$ cat config.mk
export PLATFORM = sky130hd
export DESIGN_NAME = ls_agen
export DESIGN_NICKNAME = d
export VERILOG_FILES = /design/src/rtl/ls_agen_pkg.sv /design/src/rtl/ls_agen_operand.sv /design/src/rtl/ls_agen_legal.sv /design/src/rtl/ls_agen_stage.sv /design/src/rtl/ls_agen.sv
export SDC_FILE = /design/constraint.sdc
export NUM_CORES = 1
export LEC_CHECK = 0
export CAP_MARGIN = 20
export CORE_ASPECT_RATIO = 0.7
export CORE_MARGIN = 4
export CORE_UTILIZATION = 45
export CTS_BUF_LIST = sky130_fd_sc_hd__clkbuf_4
export CTS_CLUSTER_DIAMETER = 40
export DETAILED_ROUTE_END_ITERATION = 16
export DONT_BUFFER_PORTS = 1
export MAX_ROUTING_LAYER = met4
export PLACE_DENSITY = 0.72
export SLEW_MARGIN = 20
export SYNTH_ARGS = -nofsm -noshare
export SYNTH_HDL_FRONTEND = slang
export SYNTH_HIERARCHICAL = 1
export SYNTH_SLANG_ARGS = --single-unit
$ cat constraint.sdc
create_clock -name clk -period 0.8 [get_ports clk]
set_input_delay 0.08 -clock clk [delete_from_list [all_inputs] [get_ports clk]]
set_output_delay 0.08 -clock clk [all_outputs]
set_load 0.05 [all_outputs]
$ cat src/rtl/ls_agen_pkg.sv
package ls_agen_pkg;
   typedef enum logic {
      FORM_DISP  = 1'b0,
      FORM_INDEX = 1'b1
   } ea_form_e;
endpackage

$ cat src/rtl/ls_agen_operand.sv
// Effective address adder with zero-base rule and displacement widening.
module ls_agen_operand
   import ls_agen_pkg::*;
#(
   parameter int XLEN   = 32,
   parameter int DISP_W = 16,
   parameter int REG_AW = 5
) (
   input  ea_form_e          form,
   input  logic [REG_AW-1:0] base_idx,
   input  logic [DISP_W-1:0] disp,
   input  logic [XLEN-1:0]   base_val,
   input  logic [XLEN-1:0]   index_val,
   output logic [XLEN-1:0]   ea
);
   localparam int EXT_W = XLEN - DISP_W;

   logic [XLEN-1:0] disp_wide;
   logic [XLEN-1:0] base_op;
   logic [XLEN-1:0] off_op;

   generate
      if (EXT_W == 0) begin : g_no_ext
         assign disp_wide = disp;
      end else begin : g_sext
         assign disp_wide = {{EXT_W{disp[DISP_W-1]}}, disp};
      end
   endgenerate

   always_comb begin
      base_op = (base_idx == '0) ? '0 : base_val;
      off_op  = (form == FORM_INDEX) ? index_val : disp_wide;
      ea      = base_op + off_op;
   end
endmodule

$ cat src/rtl/ls_agen_legal.sv
// Detects update forms whose register fields conflict.
module ls_agen_legal #(
   parameter int REG_AW = 5
) (
   input  logic              update,
   input  logic              is_load,
   input  logic [REG_AW-1:0] base_idx,
   input  logic [REG_AW-1:0] dest_idx,
   output logic              illegal
);
   logic zero_base;
   logic load_clash;

   always_comb begin
      zero_base  = (base_idx == '0);
      load_clash = is_load && (base_idx == dest_idx);
      illegal    = update && (zero_base || load_clash);
   end
endmodule

$ cat src/rtl/ls_agen_stage.sv
// Output register stage and pending update bookkeeping for one access.
module ls_agen_stage #(
   parameter int XLEN   = 32,
   parameter int REG_AW = 5
) (
   input  logic              clk,
   input  logic              rst_n,
   input  logic              in_valid,
   input  logic              illegal,
   input  logic              update,
   input  logic [REG_AW-1:0] base_idx,
   input  logic [XLEN-1:0]   ea,
   input  logic              cmp_valid,
   input  logic              cmp_exc,
   output logic              req_valid,
   output logic [XLEN-1:0]   req_addr,
   output logic              illegal_o,
   output logic              wb_en,
   output logic [REG_AW-1:0] wb_idx,
   output logic [XLEN-1:0]   wb_data
);
   logic              req_q;
   logic              ill_q;
   logic              pend_q;
   logic              upd_q;
   logic [REG_AW-1:0] idx_q;
   logic [XLEN-1:0]   addr_q;

   always_ff @(posedge clk or negedge rst_n) begin
      if (!rst_n) begin
         req_q  <= 1'b0;
         ill_q  <= 1'b0;
         pend_q <= 1'b0;
         upd_q  <= 1'b0;
         idx_q  <= '0;
         addr_q <= '0;
      end else if (in_valid) begin
         req_q  <= !illegal;
         ill_q  <= illegal;
         pend_q <= !illegal;
         upd_q  <= update;
         idx_q  <= base_idx;
         addr_q <= ea;
      end else begin
         req_q <= 1'b0;
         ill_q <= 1'b0;
         if (cmp_valid) begin
            pend_q <= 1'b0;
         end
      end
   end

   assign req_valid = req_q;
   assign req_addr  = addr_q;
   assign illegal_o = ill_q;
   assign wb_en     = cmp_valid && !cmp_exc && pend_q && upd_q;
   assign wb_idx    = idx_q;
   assign wb_data   = addr_q;
endmodule

$ cat src/rtl/ls_agen.sv
module ls_agen
   import ls_agen_pkg::*;
#(
   parameter int XLEN   = 32,
   parameter int DISP_W = 16,
   parameter int REG_AW = 5
) (
   input  logic              clk,
   input  logic              rst_n,
   input  logic              in_valid,
   input  logic              in_is_load,
   input  logic              in_form,
   input  logic              in_update,
   input  logic [REG_AW-1:0] in_base_idx,
   input  logic [REG_AW-1:0] in_dest_idx,
   input  logic [DISP_W-1:0] in_disp,
   input  logic [XLEN-1:0]   in_base_val,
   input  logic [XLEN-1:0]   in_index_val,
   input  logic              cmp_valid,
   input  logic              cmp_exc,
   output logic              req_valid,
   output logic [XLEN-1:0]   req_addr,
   output logic              illegal_o,
   output logic              wb_en,
   output logic [REG_AW-1:0] wb_idx,
   output logic [XLEN-1:0]   wb_data
);
   generate
      if (DISP_W < 2 || DISP_W > XLEN) begin : g_bad_disp
         $error("ls_agen: DISP_W must lie in 2..XLEN");
      end
      if (REG_AW < 1) begin : g_bad_reg
         $error("ls_agen: REG_AW must be at least 1");
      end
   endgenerate

   logic [XLEN-1:0] ea;
   logic            illegal;
   ea_form_e        form;

   assign form = ea_form_e'(in_form);

   ls_agen_operand #(.XLEN(XLEN), .DISP_W(DISP_W), .REG_AW(REG_AW)) u_operand (
      .form      (form),
      .base_idx  (in_base_idx),
      .disp      (in_disp),
      .base_val  (in_base_val),
      .index_val (in_index_val),
      .ea        (ea)
   );

   ls_agen_legal #(.REG_AW(REG_AW)) u_legal (
      .update   (in_update),
      .is_load  (in_is_load),
      .base_idx (in_base_idx),
      .dest_idx (in_dest_idx),
      .illegal  (illegal)
   );

   ls_agen_stage #(.XLEN(XLEN), .REG_AW(REG_AW)) u_stage (
      .clk       (clk),
      .rst_n     (rst_n),
      .in_valid  (in_valid),
      .illegal   (illegal),
      .update    (in_update),
      .base_idx  (in_base_idx),
      .ea        (ea),
      .cmp_valid (cmp_valid),
      .cmp_exc   (cmp_exc),
      .req_valid (req_valid),
      .req_addr  (req_addr),
      .illegal_o (illegal_o),
      .wb_en     (wb_en),
      .wb_idx    (wb_idx),
      .wb_data   (wb_data)
   );
endmodule

Yosys cells after proc, flatten, opt, wreduce, memory -nomap -nowiden
Index checks and enable logic that the tools add are counted.
{ "classes": {"addsub": 1, "n_eq_ne": 1, "muxes": 6, "reduce_logical": 10} }
{ "op_table": {"columns": ["cell", "n"], "rows": [
  ["32-bit 2-to-1 mux", 2],
  ["32-bit adder", 1],
  ["5-bit equality test", 1],
  ["1-bit logical AND", 5],
  ["5-bit zero test", 1],
  ["1-bit 2-to-1 mux", 4],
  ["1-bit zero test", 2],
  ["2-bit nonzero test", 1],
  ["1-bit logical OR", 1]
]} }
{ "totals": {"reg_bits": 41, "input_bits": 98, "output_inout_bits": 72} }

Longest topological paths before layout
Gate-level depths: netlist of run 1.
{ "logic_depth": {"word_depth": 6, "depth_mapped": 15, "mapped_depth_nobuf": 14} }

Modules after synthesis
The synthesis of run 1 kept the hierarchy.
{ "by_module_without_submodules": {"columns": ["mod", "instances", "cells_each", "area_per_inst_um2"], "rows": [
  ["ls_agen_operand", 1, 322, 2164.6],
  ["ls_agen_stage", 1, 120, 1773.0],
  ["ls_agen_legal", 1, 10, 80.1]
]} }

Worst setup path after synthesis of run 1
No wires, ideal clock.
{ "synth_timing": {"path_type": "input to register", "start": "input in_base_idx[2]", "end": "register u_stage.addr_q[26] (netlist: u_stage/req_addr[26])", "arrival_ps": 3592, "required_ps": 675, "path_slack_ps": -2916, "stages": 15, "cell_sequence": "or4_1 > nor2_1 > clkbuf_1 > nor2b_1 > ha_1 > fa_1 > a21o_1 > a221oi_1 > o21bai_1 > a21oi_1 > o22ai_1 > a21oi_1 > o311ai_0 > xor2_1 > mux2_2"} }
{ "synth_via": {"elab_chain_len": 3} }
{ "synth_rtl": {"columns": ["item", "line_no", "rtl"], "rows": [
  ["from (decl)", "ls_agen.sv:14", "input logic [REG_AW-1:0] in_base_idx,"],
  ["5-bit zero test", "ls_agen_operand.sv:31", "base_op = (base_idx == '0) ? '0 : base_val;"],
  ["32-bit 2-to-1 mux", "ls_agen_operand.sv:31", null],
  ["32-bit adder", "ls_agen_operand.sv:33", "ea = base_op + off_op;"],
  ["via ea[26]", "ls_agen.sv:37", "logic [XLEN-1:0] ea;"],
  ["to (signal assigned)", "ls_agen_stage.sv:36", "addr_q <= '0;"],
  ["to (signal assigned)", "ls_agen_stage.sv:43", "addr_q <= ea;"],
  ["to (decl)", "ls_agen_stage.sv:27", "logic [XLEN-1:0] addr_q;"]
]} }
The timed path passes the listed nets, and every way through them passes these cells.
A chain may end at the register's enable or synchronous reset.

Worst setup path after layout of run 1
{ "layout_timing": {"start": "input in_base_idx[2]", "end": "register u_stage.addr_q[29] (netlist: u_stage/req_addr[29])"} }
The elaborated chain is that of the path after synthesis.

==> results.sh, run 1 <==
export IMPL_status="complete, but fails checks"
export IMPL_violations="negative hold slack, negative setup slack"
export IMPL_arrival_ns=3.25
export IMPL_power_share_clock=0.090
export IMPL_viasPerCell=5.52
export IMPL_layout_drive_gt1_share=0.609
export IMPL_synth_nets=582
export IMPL_cp_end_kind="register"
export IMPL_grt_usage=0.254
export IMPL_critPathTopFamily="simple AND/OR/NAND/NOR gates"
export IMPL_dieArea_sq_um=10500
export IMPL_p_switching_mw=7.80
export IMPL_critical_path_class="input port to register"
export IMPL_detail_route_wl_per_cell_um=19.1
export IMPL_synth_seq_area_share=0.255
export IMPL_cts_buffers=5
export IMPL_slew_violations=0
export IMPL_fp_row_count=28
export IMPL_grt_first_pass_wirelength_mm=20.7
export IMPL_htreeDepth=2
export IMPL_synthCells=452
export IMPL_core_area_sq_um=8580
export IMPL_cts_sinks=41
export IMPL_fmax_mhz=335
export IMPL_via_count=3962
export IMPL_synth_area_sq_um=4020
export IMPL_overflow=0
export IMPL_finalSetupViolCount=106
export IMPL_reg2reg_slack_ns=-0.14
export IMPL_r2r_start="u_stage/req_addr[16]$_DFFE_PN0P_"
export IMPL_ir_worst_vdd_mv=2.25
export IMPL_p_leak_nw=3.00
export IMPL_synthFlopType="dfrtp_1"
export IMPL_ys_ff_latch=41
export IMPL_finalCritPeriodShare=3.73
export IMPL_min_path_type="input port to async pin"
export IMPL_yosysWarnings=6
export IMPL_dp_cells=666
export IMPL_cts_root_buf="clkbuf_4"
export IMPL_rsz0062_at_grt="true"
export IMPL_synth_area_per_cell_sq_um=8.89
export IMPL_slew_headroom=0.765
export IMPL_layoutNonFillerInstCount=718
export IMPL_fin_worst_skew_ns=0
export IMPL_cp_max_fo=6
export IMPL_whs_ns=-0.622
export IMPL_fin_nets=727
export IMPL_hold_buffers=7
export IMPL_pin_count=170
export IMPL_cts_buffer_depth=2
export IMPL_synth_enable_flop_cells=0
export IMPL_finalWirelength_mm=13.7
export IMPL_antenna_found_initial=0
export IMPL_fin_tns_setup_ns=-77.11
export IMPL_remaining_drc_errors=0
export IMPL_p_int_mw=8.71
export IMPL_start_kind="input port"
export IMPL_start_util=0.468
export IMPL_worstPathRequired_ns=1.07
export IMPL_setup_ws_ns=-2.18
export IMPL_reg2reg_to="u_stage/req_addr[16]$_DFFE_PN0P_"
export IMPL_async_flop_share=1.00
export IMPL_crit_buf_inv=1
export IMPL_tightest_slew_ns=0.353
export IMPL_slowest_stage="or4_4"
export IMPL_yosysUniqueCellTypes=58
export IMPL_cpPeakStageDelay_ns=0.54
export IMPL_powerDensity_nw_per_um2=2520
export IMPL_die_h_um=87.1
export IMPL_swShare=0.472
export IMPL_clkTransAtPathRegs_ns=0.15
export IMPL_crit_chain="or4_4 > nor2_4 > buf_6 > nor2b_1 > ha_1 > nand2_2 > or3_4 > or2_1 > and4_4 > o31a_1 > o21ai_2 > nor3_1 > a311o_1 > mux2_2"
export IMPL_die_w_um=121
export IMPL_seqPwrFrac=0.199
export IMPL_fin_crit_ns=2.98
export IMPL_firstDrtPassIters=4
export IMPL_port_buffers=0
export IMPL_globalplace_congestion=0.883
export IMPL_cts_tree="done"
export IMPL_num_antenna_cells=0
export IMPL_drtAntennaViolNets=0
export IMPL_reg2regPathDepth=2
export IMPL_drt_iter0_drc=158
export IMPL_comb_power_share=0.711
export IMPL_maxCapViolCount=0
export IMPL_hold_viol=82
export IMPL_grt_max_degree=42
export IMPL_hpwl_mm=9.61
export IMPL_grt_pass1_vias=4245
export IMPL_synthToLayoutAreaGrowth_pct=63.4
export IMPL_clock_latency_ns=0.36
export IMPL_fillCellCount=557
## stage by stage
step	power [mW]	hold WS [ns]	cell area (sq um)	worst slack, ns	utilization
global placement	12.4	-0.214	5260	-2.55	0.613
CTS	15.6	-0.646	6110	-2.11	0.712
finish	16.5	-0.622	6560	-2.18	0.765
global route	17.2	-0.662	6560	-2.23	0.765
floorplan	10.4	-0.216	4300	-2.49	-
detailed placement	12.6	-0.214	5260	-2.65	0.613
## power by group through the flow
stage                     clock network, mW  registers, mW  logic, mW
after global routing                   1.63           3.35       12.3
final                                  1.48           3.28       11.8
after global placement                    0           3.05       9.34
after floorplan                           0           5.15       5.30
after detailed placement                  0           3.08       9.47
after CTS                              1.53           3.19       10.9
## layer usage
metal	share of wire	wire, um	track usage
met1	0.42	5700	0.296
met2	0.50	6820	0.441
met3	0.068	937	0.0617
met4	0.017	235	0.0700
met5	0	0	-
## cell families after synthesis
group | count (synthesis) | share of synthesized area
flip-flops | 41 | 0.255
multiplexers | 54 | 0.151
XOR/XNOR | 30 | 0.0654
AO/OA/AOI/OAI | 90 | 0.147
adder cells (fa/ha/maj) | 32 | 0.102
buffers and inverters | 60 | 0.0975
AND/OR/NAND/NOR | 145 | 0.182
## registers in the layout (all words and copies together), names as in the netlist
register and flops:
u_stage/req_valid 1, u_stage/pend_q 1, u_stage/req_addr 32, u_stage/upd_q 1, u_stage/wb_idx 5, u_stage/illegal_o 1
## how the worst max path moves through the flow
stage | startpoint | to | depth (start not counted)
after floorplan | in_base_idx[2] | u_stage/req_addr[18]$_DFFE_PN0P_ | 15
after global placement | in_base_idx[2] | u_stage/req_addr[26]$_DFFE_PN0P_ | 14
after detailed placement | in_base_idx[2] | u_stage/req_addr[24]$_DFFE_PN0P_ | 15
after CTS | in_base_idx[2] | u_stage/req_addr[29]$_DFFE_PN0P_ | 14
after global routing | in_base_idx[2] | u_stage/req_addr[29]$_DFFE_PN0P_ | 14
final | in_base_idx[2] | u_stage/req_addr[29]$_DFFE_PN0P_ | 14
## placed cells by master (no fill, tap or decap), types with 8 or more instances in the layout
| cell | instances |
|---|---|
| buf_6 | 40 |
| dfrtp_2 | 36 |
| o21ai_2 | 10 |
| a21o_1 | 10 |
| inv_1 | 8 |
| mux2_2 | 30 |
| nor2_1 | 17 |
| nand2_1 | 46 |
| mux2_4 | 23 |
| ha_1 | 26 |
| buf_12 | 38 |
| a21oi_1 | 9 |
| xnor2_1 | 15 |
| buf_4 | 104 |
| nor2b_1 | 30 |
| xor2_1 | 8 |
| nand3_1 | 10 |
| a21oi_2 | 14 |
## timing repair
item	in CTS	in global routing
hold endpoints to repair	82	82
setup endpoints to repair	104	110
buffers inserted	21	26
cloned	1	0
resized for setup	125	80
pin swaps	20	45
## area by class of cell
cell class / count / area [sq um] / area share
multi-input combinational: 351 / 3150 / 0.480
inverter: 8 / 30.0 / 0.00457
clock inverter: 3 / 46.3 / 0.00705
tap: 120 / 150 / 0.0229
timing repair buffer: 190 / 2080 / 0.317
clock buffer: 5 / 37.5 / 0.00572
sequential: 41 / 1070 / 0.163
## cells in the mapped netlist, drive strengths merged, types with 3 or more instances
cell    number  area share
nor3         4      0.0050
dfrtp       41        0.26
clkbuf      10      0.0093
nand3       11       0.014
mux2        53        0.15
o21ai       19       0.025
inv          8      0.0075
and3         3      0.0050
o21a         5      0.0093
nor2        23       0.021
ha          31       0.097
o311ai       3      0.0065
a21o        10       0.019
buf         42       0.081
a21oi       27       0.034
xnor2       21       0.046
nor2b       34       0.053
nand2b       6      0.0093
xor2         9       0.020
nand4        4      0.0062
nand2       49       0.046
(Power assumes the default switching activity.)
==> run 2, diff against run 1 <==
--- a/config.mk
+++ b/config.mk
@@ -13,8 +13,10 @@
 export CTS_CLUSTER_DIAMETER = 40
 export DETAILED_ROUTE_END_ITERATION = 16
 export DONT_BUFFER_PORTS = 1
+export GPL_ROUTABILITY_DRIVEN = 1
 export MAX_ROUTING_LAYER = met4
 export PLACE_DENSITY = 0.72
+export SETUP_SLACK_MARGIN = 0.3
 export SLEW_MARGIN = 20
 export SYNTH_ARGS = -nofsm -noshare
 export SYNTH_HDL_FRONTEND = slang
==> run 2 against run 1 <==
  * The flow still finishes with violations (negative hold slack, negative setup slack)
  * Via count decreased by 5.6%
  * Cell count shrank 5.2%
  * Final area down 10%
  * Clock skew unchanged
  * Sequential power hardly changed
  * Die area unchanged
  * Register-to-register slack worse by 0.08 ns
  * Core utilization shrank 7.7 points
  * Global-route usage fell by 2.2 points
  * Flip-flop and latch count unchanged
==> results.sh, run 2 (synthesis gave the netlist of run 1 again) <==
export IMPL_fmax_mhz=341
export IMPL_grt_max_degree=42
export IMPL_setup_ws_ns=-2.13
export IMPL_layout_drive_gt1_share=0.551
export IMPL_crit_chain="or4_4 > nor2_4 > buf_12 > nor2b_1 > ha_1 > nand2_1 > or3_1 > or2_1 > and4_4 > o31a_1 > o21ai_2 > nor3_1 > a311o_1 > mux2_2"
export IMPL_num_antenna_cells=0
export IMPL_r2r_start="u_stage/wb_idx[1]$_DFFE_PN0P_"
export IMPL_die_w_um=121
export IMPL_maxCapViolCount=0
export IMPL_viasPerCell=5.49
export IMPL_grt_pass1_vias=3979
export IMPL_design_area_sq_um=5900
export IMPL_firstDrtPassIters=4
export IMPL_status="complete, but fails checks"
export IMPL_use_met1=0.296
export IMPL_finalWirelength_mm=12.1
export IMPL_grt_first_pass_wirelength_mm=19.0
export IMPL_pin_count=170
export IMPL_grtUsageMet2=0.378
export IMPL_clkTransAtPathRegs_ns=0.14
export IMPL_clock_latency_ns=0.37
export IMPL_synthToLayoutAreaGrowth_pct=46.9
export IMPL_final_cell_mix="95 x buf_4, 49 x nand2_1, 39 x mux2_2"
export IMPL_crit_buf_inv=1
export IMPL_tightest_slew_ns=0.375
export IMPL_rsz0062_at_grt="true"
export IMPL_drtAntennaViolNets=0
export IMPL_cts_tree="done"
export IMPL_p_total_mw=15.1
export IMPL_min_path_type="input port to async pin"
export IMPL_arrival_ns=3.20
export IMPL_critical_path_class="input port to register"
export IMPL_hpwl_mm=8.81
export IMPL_die_h_um=87.1
export IMPL_grt_usage=0.232
export IMPL_cts_sinks=41
export IMPL_final_common_cell="buf_4"
export IMPL_cp_max_fo=11
export IMPL_pre_cts_ws_ns=-2.54
export IMPL_violations="negative hold slack, negative setup slack"
export IMPL_fin_worst_skew_ns=0
export IMPL_slowest_stage="or4_4"
export IMPL_start_kind="input port"
export IMPL_fin_util=0.687
export IMPL_drt_iter0_drc=181
export IMPL_powerDensity_nw_per_um2=2550
export IMPL_globalplace_congestion=0.941
export IMPL_htreeDepth=2
export IMPL_cts_buffer_depth=2
export IMPL_largest_reg_flops=32
export IMPL_slew_violations=0
export IMPL_core_area_sq_um=8580
export IMPL_p_leak_nw=2.69
export IMPL_finalCritPeriodShare=3.66
export IMPL_crit_start="in_base_idx[2]"
export IMPL_postPlaceCellArea_sq_um=5100
export IMPL_detail_route_wl_per_cell_um=17.8
export IMPL_fin_nets=690
export IMPL_dieArea_sq_um=10500
export IMPL_port_buffers=0
export IMPL_cp_end_kind="register"
export IMPL_cts_root_buf="clkbuf_4"
export IMPL_start_util=0.468
export IMPL_overflow=0
export IMPL_cts_buffers=5
export IMPL_finalSetupViolCount=106
export IMPL_hold_viol=82
export IMPL_whs_ns=-0.624
export IMPL_slew_headroom=0.750
export IMPL_fp_row_count=28
export IMPL_via_count=3739
export IMPL_antenna_found_initial=0
export IMPL_ir_worst_vdd_mv=2.59
export IMPL_fin_crit_ns=2.93
export IMPL_cpPeakStageDelay_ns=0.55
export IMPL_worstPathRequired_ns=1.07
export IMPL_critPathTopFamily="simple AND/OR/NAND/NOR gates"
export IMPL_grt_busiest_layer="met2"
export IMPL_remaining_drc_errors=0
export IMPL_grt_use_met3=0.0552
[run 2: repair_timing]
item	in CTS	in global routing
pin swaps	16	11
setup buffers	14	6
hold endpoints to repair	82	82
endpoints found under the setup margin	111	111
gates resized for setup	86	56
[run 2: final timing paths]
path / endpoint / slack (ns) / cells past startpoint
worst max-delay path: u_stage/req_addr[29]$_DFFE_PN0P_ / -2.13 / 14
worst min-delay path: u_stage/req_addr[19]$_DFFE_PN0P_ / -0.62 / 0
worst max register to register: u_stage/wb_idx[1]$_DFFE_PN0P_ / -0.22 / 3
worst min register to register: u_stage/upd_q$_DFFE_PN0P_ / 0.54 / 1
max in group asynchronous: u_stage/req_addr[11]$_DFFE_PN0P_ / 1.30 / 0
min in group clk: u_stage/wb_idx[2]$_DFFE_PN0P_ / -0.15 / 1
[run 2: final cells by class]
class,count,area (sq um)
repair buffers,153,1680
fillers,637,2680
multi-input cells,351,2910
well taps,120,150
clock buffers,5,37.5
clock inverters,3,17.5
flip-flops and latches,41,1070
inverters,8,30.0
[run 2: report_power, final]
group	switching, mW	internal (mW)	total (mW)
logic	6.01	4.62	10.6
clock network	0.802	0.333	1.13
registers	0.586	2.72	3.31
total	7.40	7.67	15.1
[run 2: routing by layer]
layer  up-vias  share of wire
met5         -              0
met4         0         0.0075
met3        11          0.075
met2       156           0.47
met1      1786           0.45
li1       1786              -
[run 2: stage by stage]
stage          cells  setup TNS, ns
3_5_place_dp     653         -66.33
2_1_floorplan    452         -62.66
5_1_grt          681         -80.09
4_1_cts          675         -72.99
3_3_place_gp     653         -64.97
6_report         681         -74.59
